--- src/rtl/iso_ept_pkg.sv ---
package iso_ept_pkg;
   typedef logic [1:0] pid_t;
   localparam pid_t PID_DATA0 = 2'd0;
   localparam pid_t PID_DATA1 = 2'd1;
   localparam pid_t PID_DATA2 = 2'd2;
   localparam pid_t PID_MDATA = 2'd3;

   // next PID after a transmitted packet within a microframe
   function automatic pid_t pid_step_down(input pid_t cur);
      return (cur == PID_DATA0) ? PID_DATA0 : pid_t'(cur - 2'd1);
   endfunction
endpackage

--- src/rtl/iso_in_seq.sv ---
module iso_in_seq
   import iso_ept_pkg::*;
#(
   parameter bit HB_EN = 1'b1
) (
   input  logic [1:0] hb_mult,
   input  pid_t       cur_pid,
   output pid_t       start_pid,
   output pid_t       step_pid
);
   generate
      if (HB_EN) begin : g_hb
         always_comb begin
            unique case (hb_mult)
               2'd3:    start_pid = PID_DATA2;
               2'd2:    start_pid = PID_DATA1;
               default: start_pid = PID_DATA0;
            endcase
         end
      end else begin : g_fs
         assign start_pid = PID_DATA0;
      end
   endgenerate

   assign step_pid = pid_step_down(cur_pid);
endmodule

--- src/rtl/iso_out_banks.sv ---
module iso_out_banks
   import iso_ept_pkg::*;
#(
   parameter int NBANK = 2
) (
   input  logic clk,
   input  logic rst_n,
   input  logic flush,
   input  logic wr_en,
   input  pid_t wr_pid,
   input  logic rel,
   output logic accept,
   output logic busy,
   output logic head_load,
   output pid_t head_pid
);
   localparam int PTR_W  = (NBANK > 1) ? $clog2(NBANK) : 1;
   localparam int FILL_W = $clog2(NBANK + 1);
   localparam logic [PTR_W-1:0]  LAST = PTR_W'(NBANK - 1);
   localparam logic [FILL_W-1:0] FULL = FILL_W'(NBANK);
   localparam logic [FILL_W-1:0] ONE  = FILL_W'(1);

   pid_t              pid_q [NBANK];
   logic [PTR_W-1:0]  wr_ptr, rd_ptr, rd_nxt, wr_nxt;
   logic [FILL_W-1:0] filled;
   logic              release_ok;

   function automatic logic [PTR_W-1:0] wrap_inc(input logic [PTR_W-1:0] p);
      return (p == LAST) ? '0 : p + 1'b1;
   endfunction

   assign rd_nxt     = wrap_inc(rd_ptr);
   assign wr_nxt     = wrap_inc(wr_ptr);
   assign accept     = wr_en && (filled != FULL);
   assign release_ok = rel && (filled != '0);
   assign busy       = (filled != '0);

   assign head_load = (accept && ((filled == '0) || (release_ok && filled == ONE)))
                    || (release_ok && filled > ONE);
   assign head_pid  = (release_ok && filled > ONE) ? pid_q[rd_nxt] : wr_pid;

   always_ff @(posedge clk or negedge rst_n) begin
      if (!rst_n) begin
         wr_ptr <= '0;
         rd_ptr <= '0;
         filled <= '0;
      end else if (flush) begin
         wr_ptr <= '0;
         rd_ptr <= '0;
         filled <= '0;
      end else begin
         if (accept)     wr_ptr <= wr_nxt;
         if (release_ok) rd_ptr <= rd_nxt;
         filled <= filled + FILL_W'(accept) - FILL_W'(release_ok);
      end
   end

   for (genvar b = 0; b < NBANK; b++) begin : g_bank
      always_ff @(posedge clk or negedge rst_n) begin
         if (!rst_n)
            pid_q[b] <= PID_DATA0;
         else if (!flush && accept && wr_ptr == PTR_W'(b))
            pid_q[b] <= wr_pid;
      end
   end

   assert_accept_busy_R4: assert property (@(posedge clk) disable iff (!rst_n)
      (accept && !flush) |=> busy);
   assert_last_release_R5: assert property (@(posedge clk) disable iff (!rst_n)
      (rel && filled == ONE && !wr_en && !flush) |=> !busy);
   assert_flush_empty_R9: assert property (@(posedge clk) disable iff (!rst_n)
      flush |=> !busy);
endmodule

--- src/rtl/iso_len_check.sv ---
module iso_len_check #(
   parameter int LEN_W = 11
) (
   input  logic             clk,
   input  logic             rst_n,
   input  logic             clr,
   input  logic             upd,
   input  logic [LEN_W-1:0] len,
   input  logic [LEN_W-1:0] max_size,
   output logic [LEN_W-1:0] cnt,
   output logic [LEN_W-1:0] drop,
   output logic             ovf
);
   logic too_long;
   assign too_long = (len > max_size);

   always_ff @(posedge clk or negedge rst_n) begin
      if (!rst_n) begin
         cnt  <= '0;
         drop <= '0;
         ovf  <= 1'b0;
      end else if (clr) begin
         cnt  <= '0;
         drop <= '0;
         ovf  <= 1'b0;
      end else if (upd) begin
         ovf  <= too_long;
         cnt  <= too_long ? max_size : len;
         drop <= too_long ? (len - max_size) : '0;
      end
   end

   assert_ovf_sat_R8: assert property (@(posedge clk) disable iff (!rst_n)
      (upd && !clr && len > max_size) |=> (ovf && cnt == $past(max_size)));
   assert_fit_R7: assert property (@(posedge clk) disable iff (!rst_n)
      (upd && !clr && len <= max_size) |=> (!ovf && drop == '0 && cnt == $past(len)));
   assert_clear_R9: assert property (@(posedge clk) disable iff (!rst_n)
      clr |=> (!ovf && cnt == '0 && drop == '0));
endmodule

--- src/rtl/iso_ept_status.sv ---
module iso_ept_status
   import iso_ept_pkg::*;
#(
   parameter int LEN_W = 11,
   parameter int NBANK = 2,
   parameter bit HB_EN = 1'b1
) (
   input  logic             clk,
   input  logic             rst_n,
   input  logic             cfg_dir_in,
   input  logic [1:0]       cfg_hb_mult,
   input  logic [LEN_W-1:0] cfg_max_size,
   input  logic             rx_valid,
   input  logic [1:0]       rx_pid,
   input  logic [LEN_W-1:0] rx_len,
   input  logic             tx_done,
   input  logic             uframe_start,
   input  logic             tgl_clr,
   input  logic             ept_rst,
   input  logic             ept_dis,
   input  logic             bank_rel,
   output logic [1:0]       sts_toggle,
   output logic             sts_busy,
   output logic [LEN_W-1:0] sts_count,
   output logic             sts_ovf,
   output logic [LEN_W-1:0] sts_drop
);
   generate
      if (NBANK < 1 || NBANK > 4) begin : g_bad_nbank
         $error("iso_ept_status: NBANK must be 1..4");
      end
      if (LEN_W < 4 || LEN_W > 16) begin : g_bad_len
         $error("iso_ept_status: LEN_W must be 4..16");
      end
   endgenerate

   logic flush, out_wr, out_rel, accept, head_load;
   pid_t head_pid, start_pid, step_pid, tgl_q;

   assign flush   = ept_rst | ept_dis;
   assign out_wr  = rx_valid && !cfg_dir_in && !flush;
   assign out_rel = bank_rel && !cfg_dir_in && !flush;

   iso_in_seq #(.HB_EN(HB_EN)) u_in_seq (
      .hb_mult   (cfg_hb_mult),
      .cur_pid   (tgl_q),
      .start_pid (start_pid),
      .step_pid  (step_pid)
   );

   iso_out_banks #(.NBANK(NBANK)) u_banks (
      .clk       (clk),
      .rst_n     (rst_n),
      .flush     (flush),
      .wr_en     (out_wr),
      .wr_pid    (rx_pid),
      .rel       (out_rel),
      .accept    (accept),
      .busy      (sts_busy),
      .head_load (head_load),
      .head_pid  (head_pid)
   );

   iso_len_check #(.LEN_W(LEN_W)) u_len (
      .clk      (clk),
      .rst_n    (rst_n),
      .clr      (flush),
      .upd      (accept),
      .len      (rx_len),
      .max_size (cfg_max_size),
      .cnt      (sts_count),
      .drop     (sts_drop),
      .ovf      (sts_ovf)
   );

   // toggle register: disable / clear first, then direction-specific events
   always_ff @(posedge clk or negedge rst_n) begin
      if (!rst_n)
         tgl_q <= PID_DATA1;
      else if (ept_dis || tgl_clr)
         tgl_q <= PID_DATA1;
      else if (cfg_dir_in) begin
         if (uframe_start)  tgl_q <= start_pid;
         else if (tx_done)  tgl_q <= step_pid;
      end else if (head_load && !ept_rst)
         tgl_q <= head_pid;
   end

   assign sts_toggle = tgl_q;

   assert_clr_data1_R6: assert property (@(posedge clk) disable iff (!rst_n)
      (tgl_clr || ept_dis) |=> sts_toggle == PID_DATA1);
   assert_in_floor_R3: assert property (@(posedge clk) disable iff (!rst_n)
      (cfg_dir_in && tx_done && !uframe_start && !tgl_clr && !ept_dis
       && sts_toggle == PID_DATA0) |=> sts_toggle == PID_DATA0);
   assert_in_no_rx_R10: assert property (@(posedge clk) disable iff (!rst_n)
      (cfg_dir_in && rx_valid && !flush) |=> $stable(sts_count));
   assert_rst_keeps_tgl_R9: assert property (@(posedge clk) disable iff (!rst_n)
      (ept_rst && !ept_dis && !tgl_clr && !cfg_dir_in) |=> $stable(sts_toggle));
endmodule

--- config.mk ---
export PLATFORM = sky130hd
export DESIGN_NAME = iso_ept_status
export DESIGN_NICKNAME = d
export VERILOG_FILES = /design/src/rtl/iso_ept_pkg.sv /design/src/rtl/iso_in_seq.sv /design/src/rtl/iso_out_banks.sv /design/src/rtl/iso_len_check.sv /design/src/rtl/iso_ept_status.sv
export SDC_FILE = /design/constraint.sdc
export NUM_CORES = 1
export LEC_CHECK = 0
export ABC_AREA = 1
export BUFFER_PORTS_ARGS = -buffer_cell sky130_fd_sc_hd__buf_2
export CORE_MARGIN = 3
export CORE_UTILIZATION = 45
export DETAILED_ROUTE_END_ITERATION = 10
export PLACE_DENSITY = 0.73
export SLEW_MARGIN = 20
export SYNTH_ARGS = -nofsm -noshare
export SYNTH_HDL_FRONTEND = slang
export SYNTH_SLANG_ARGS = --single-unit
export TNS_END_PERCENT = 5
--- constraint.sdc ---
create_clock -name clk -period 4.5 [get_ports clk]
set_input_delay 0.45 -clock clk [delete_from_list [all_inputs] [get_ports clk]]
set_output_delay 0.45 -clock clk [all_outputs]
set_load 0.01 [all_outputs]
==> impl_metrics.toml <==
[finish]
fillers = 470
num-nets-final = 437
insertedDiodeCount = 0
drive_above_1_share = 0.2036
area.growth.synth_to_final_pct = 19.14
final_area_mm2 = 0.002695

[logic_synthesis]
synth-seq-area-share = 0.3656
synth_edf_count = 0
syn_area_mm2 = 0.002262
ys_types = 29
synth_top_area_cell = "dfrtp_1"
syn_avg_cell_area_um2 = 6.961
synth_area_leaders = "dfrtp_1, nand2_1, inv_1, nand3_1, ha_1"
async_reset_ff_frac = 1.000
synth_seq_cells = 33
synth_top_area_share = 0.3540
netlist_instances = 325
syn-num-nets = 375
yosysWarnings = 0
ys.flop_type = "dfrtp_1"

[floorplanning]
rows = 25
start_util = 0.4727
die_x_um = 76.90
coreArea_mm2 = 0.004786
die_y_um = 76.90
pin_count = 62
dieArea_mm2 = 0.005914

[worst_setup_path]
cp-start-kind = "primary input"
critPathArrivalTime_ps = 2220
reg2reg_slack_ps = 2810
slowest_stage = "ha_1"
cp_max_fo = 13
worstSetupEndpoint = "u_len.drop[9]$_DFFE_PN0P_"
crit_path_frequent_cell = "nand2_1"
crit_type = "in2reg"
worstPathCellList = "buf_2 -> inv_1 -> ha_1 -> a21oi_1 -> nand2_1 -> nand2_1 -> nand3_2 -> nand2_2 -> nor2_2 -> nand3_1 -> nand2_1"
crit_path_end_kind = "flip-flop"
critPathMaxStageDelay_ps = 380
cp.required_ps = 4670
reg2reg_to = "u_len.drop[10]$_DFFE_PN0P_"
reg2reg_from = "u_banks.filled[1]$_DFF_PN0_"
cp-startpoint = "cfg_max_size[2]"
r2r_cells = 7

[clock_tree]
clk_pin_slew_worst_paths_ps = 70
cts_resized = 0
cts_tree = "done"
cts_buffers = 5
clk_path_buf_depth = 2
clk_root_buffer_cell = "clkbuf_8"
clock-sinks = 33
hold_buffers = 0
cts.htree.levels = 2
post_cts.repair.setup_buffers = 0
clk_latency_ps = 280

[placement]
dp_slack_ps = 2183
gp_congestion = 0.9222
port_buffers = 61
dpl_cell_area_mm2 = 0.002613
dp_hpwl_um = 4203

[sta]
skew_ps = 4.566
hold_viol_final = 0
fin_setup_tns_ps = 0
maxSlewViolCount = 0
finalCritPeriodShare = 0.4545
setup_violations = 0
fmax_ghz = 0.4890
period_needed_ps = 2045
rsz0062_at_grt = "false"
tightest_slew_ps = 722.6
worst_slack_ps = 2455
max-slew-margin-rel = 0.5183

[grt]
grt_pass1_vias = 2248
gr-usage-met3 = 0.04343
grt_use_total = 0.2025
grt_pass1_wl_um = 9860
grt_start_max_net_pins = 34
antenna_found_initial = 0
met1_usage = 0.2507
gr-total-overflow = 0
use_met2 = 0.3519
busiest_layer = "met2"

[job]
maxCapViolCount = 0

[detailed_routing]
drt_iter0_drc = 105
vias_per_cell = 4.848
ant_nets = 0
totalWireLength_um = 5463
vias = 2206
wl_per_cell_um = 12.01
dr.pass1.iters = 7
drc = 0

[pwr]
p_leak_nw = 1.618
ir_drop_v = 0.0001366
power_density_mw_per_mm2 = 259.3

[min_path]
hold_path_class = "in2async"

[run_status]
status = "complete, no violations"
[sequential cells by signal, indices dropped and copies added, names as in the netlist]
name	cells
u_banks.filled	2
u_len.ovf	1
u_len.cnt	11
u_banks.rd_ptr	1
u_len.drop	11
u_banks.wr_ptr	1
sts_toggle	2
u_banks.pid_q	4
[worst min-delay path by stage]
stage | depth (start not counted) | end | from | slack (ps)
finish | 1 | u_len.cnt[4]$_DFFE_PN0P_ | rst_n | 210
global route | 1 | u_len.cnt[4]$_DFFE_PN0P_ | rst_n | 270
CTS | 1 | u_len.cnt[4]$_DFFE_PN0P_ | rst_n | 240
detailed placement | 2 | u_len.cnt[9]$_DFFE_PN0P_ | u_len.cnt[9]$_DFFE_PN0P_ | 460
global placement | 2 | u_len.cnt[10]$_DFFE_PN0P_ | u_len.cnt[10]$_DFFE_PN0P_ | 460
floorplan | 0 | sts_toggle[1]$_DFFE_PN0P_ | rst_n | 150
[cell families (layout without fill, tap and decap cells)]
| family | Yosys count | after routing | synth area share |
|---|---|---|---|
| mux | 1 | 1 | 0.004425 |
| fa+ha+maj | 14 | 14 | 0.08075 |
| flops | 33 | 33 | 0.3656 |
| simple gates | 181 | 181 | 0.3407 |
| compound gates | 28 | 28 | 0.07079 |
| buf+inv | 60 | 123 | 0.1068 |
| xor+xnor | 8 | 8 | 0.03097 |
[stage by stage]
stage / power, mW / instances / hold WS, ps / utilization
floorplan: 0.4354 / 325 / 154.4 / -
global placement: 0.4841 / 447 / 461.4 / 0.5459
detailed placement: 0.4873 / 447 / 462.7 / 0.5459
CTS: 0.7091 / 455 / 241.9 / 0.5631
global route: 0.7502 / 455 / 274.0 / 0.5631
finish: 0.6989 / 455 / 213.4 / 0.5631
[critical path: cells and delay by family]
family / cells / cell delay [ps]
AND/OR/NAND/NOR: 7 / 1060
adder cells (fa/ha/maj): 1 / 380
AO/OA/AOI/OAI: 1 / 200
buffers and inverters: 2 / 110
[cell type report]
| type | instances | area, µm² | share of cell area |
|---|---|---|---|
| flip-flops and latches | 33 | 827.0 | 0.3069 |
| repair buffers | 61 | 305.3 | 0.1133 |
| multi-input cells | 232 | 1194 | 0.4429 |
| clock inverters | 2 | 10.01 | 0.003714 |
| inverters | 54 | 202.7 | 0.07521 |
| clock buffers | 6 | 72.57 | 0.02693 |
| well taps | 67 | 83.83 | 0.03110 |
[synth_stat cells, types with 2 or more instances]
| library cell | count |
|---|---|
| nand3b_1 | 2 |
| nand4_1 | 2 |
| nand3_1 | 38 |
| nand3_2 | 2 |
| nor2_1 | 22 |
| o21bai_1 | 2 |
| o21ai_0 | 13 |
| buf_2 | 4 |
| inv_2 | 2 |
| nor2_2 | 2 |
| nand2_2 | 2 |
| dfrtp_1 | 32 |
| xnor2_1 | 5 |
| a21oi_1 | 8 |
| inv_1 | 52 |
| nand2_1 | 110 |
| xor2_1 | 3 |
| ha_1 | 13 |
[placed cells by master (no fill, tap or decap), types with 2 or more instances in the layout]
cell type and n:
dfrtp_1 32, nand4_1 2, inv_1 52, inv_2 2
nor2_2 2, buf_2 61, nand3_2 2, nand3b_1 2
nor2_1 22, nand2_2 2, clkinv_2 2, o21ai_0 13
clkbuf_8 5, xor2_1 3, xnor2_1 5, nand3_1 38
nand2_1 110, o21bai_1 2, ha_1 13, a21oi_1 8
[metal layers]
metal | vias up | part of all wire
met5 | - | 0
met4 | 0 | 0.016
met3 | 9 | 0.066
met2 | 69 | 0.48
met1 | 987 | 0.44
li1 | 1141 | -
[report_power, final]
group	internal (mW)	switching, mW	total (mW)
Clock	0.107	0.109	0.216
Combinational	0.0619	0.104	0.166
Sequential	0.310	0.00711	0.317
(Power assumes the default switching activity.)
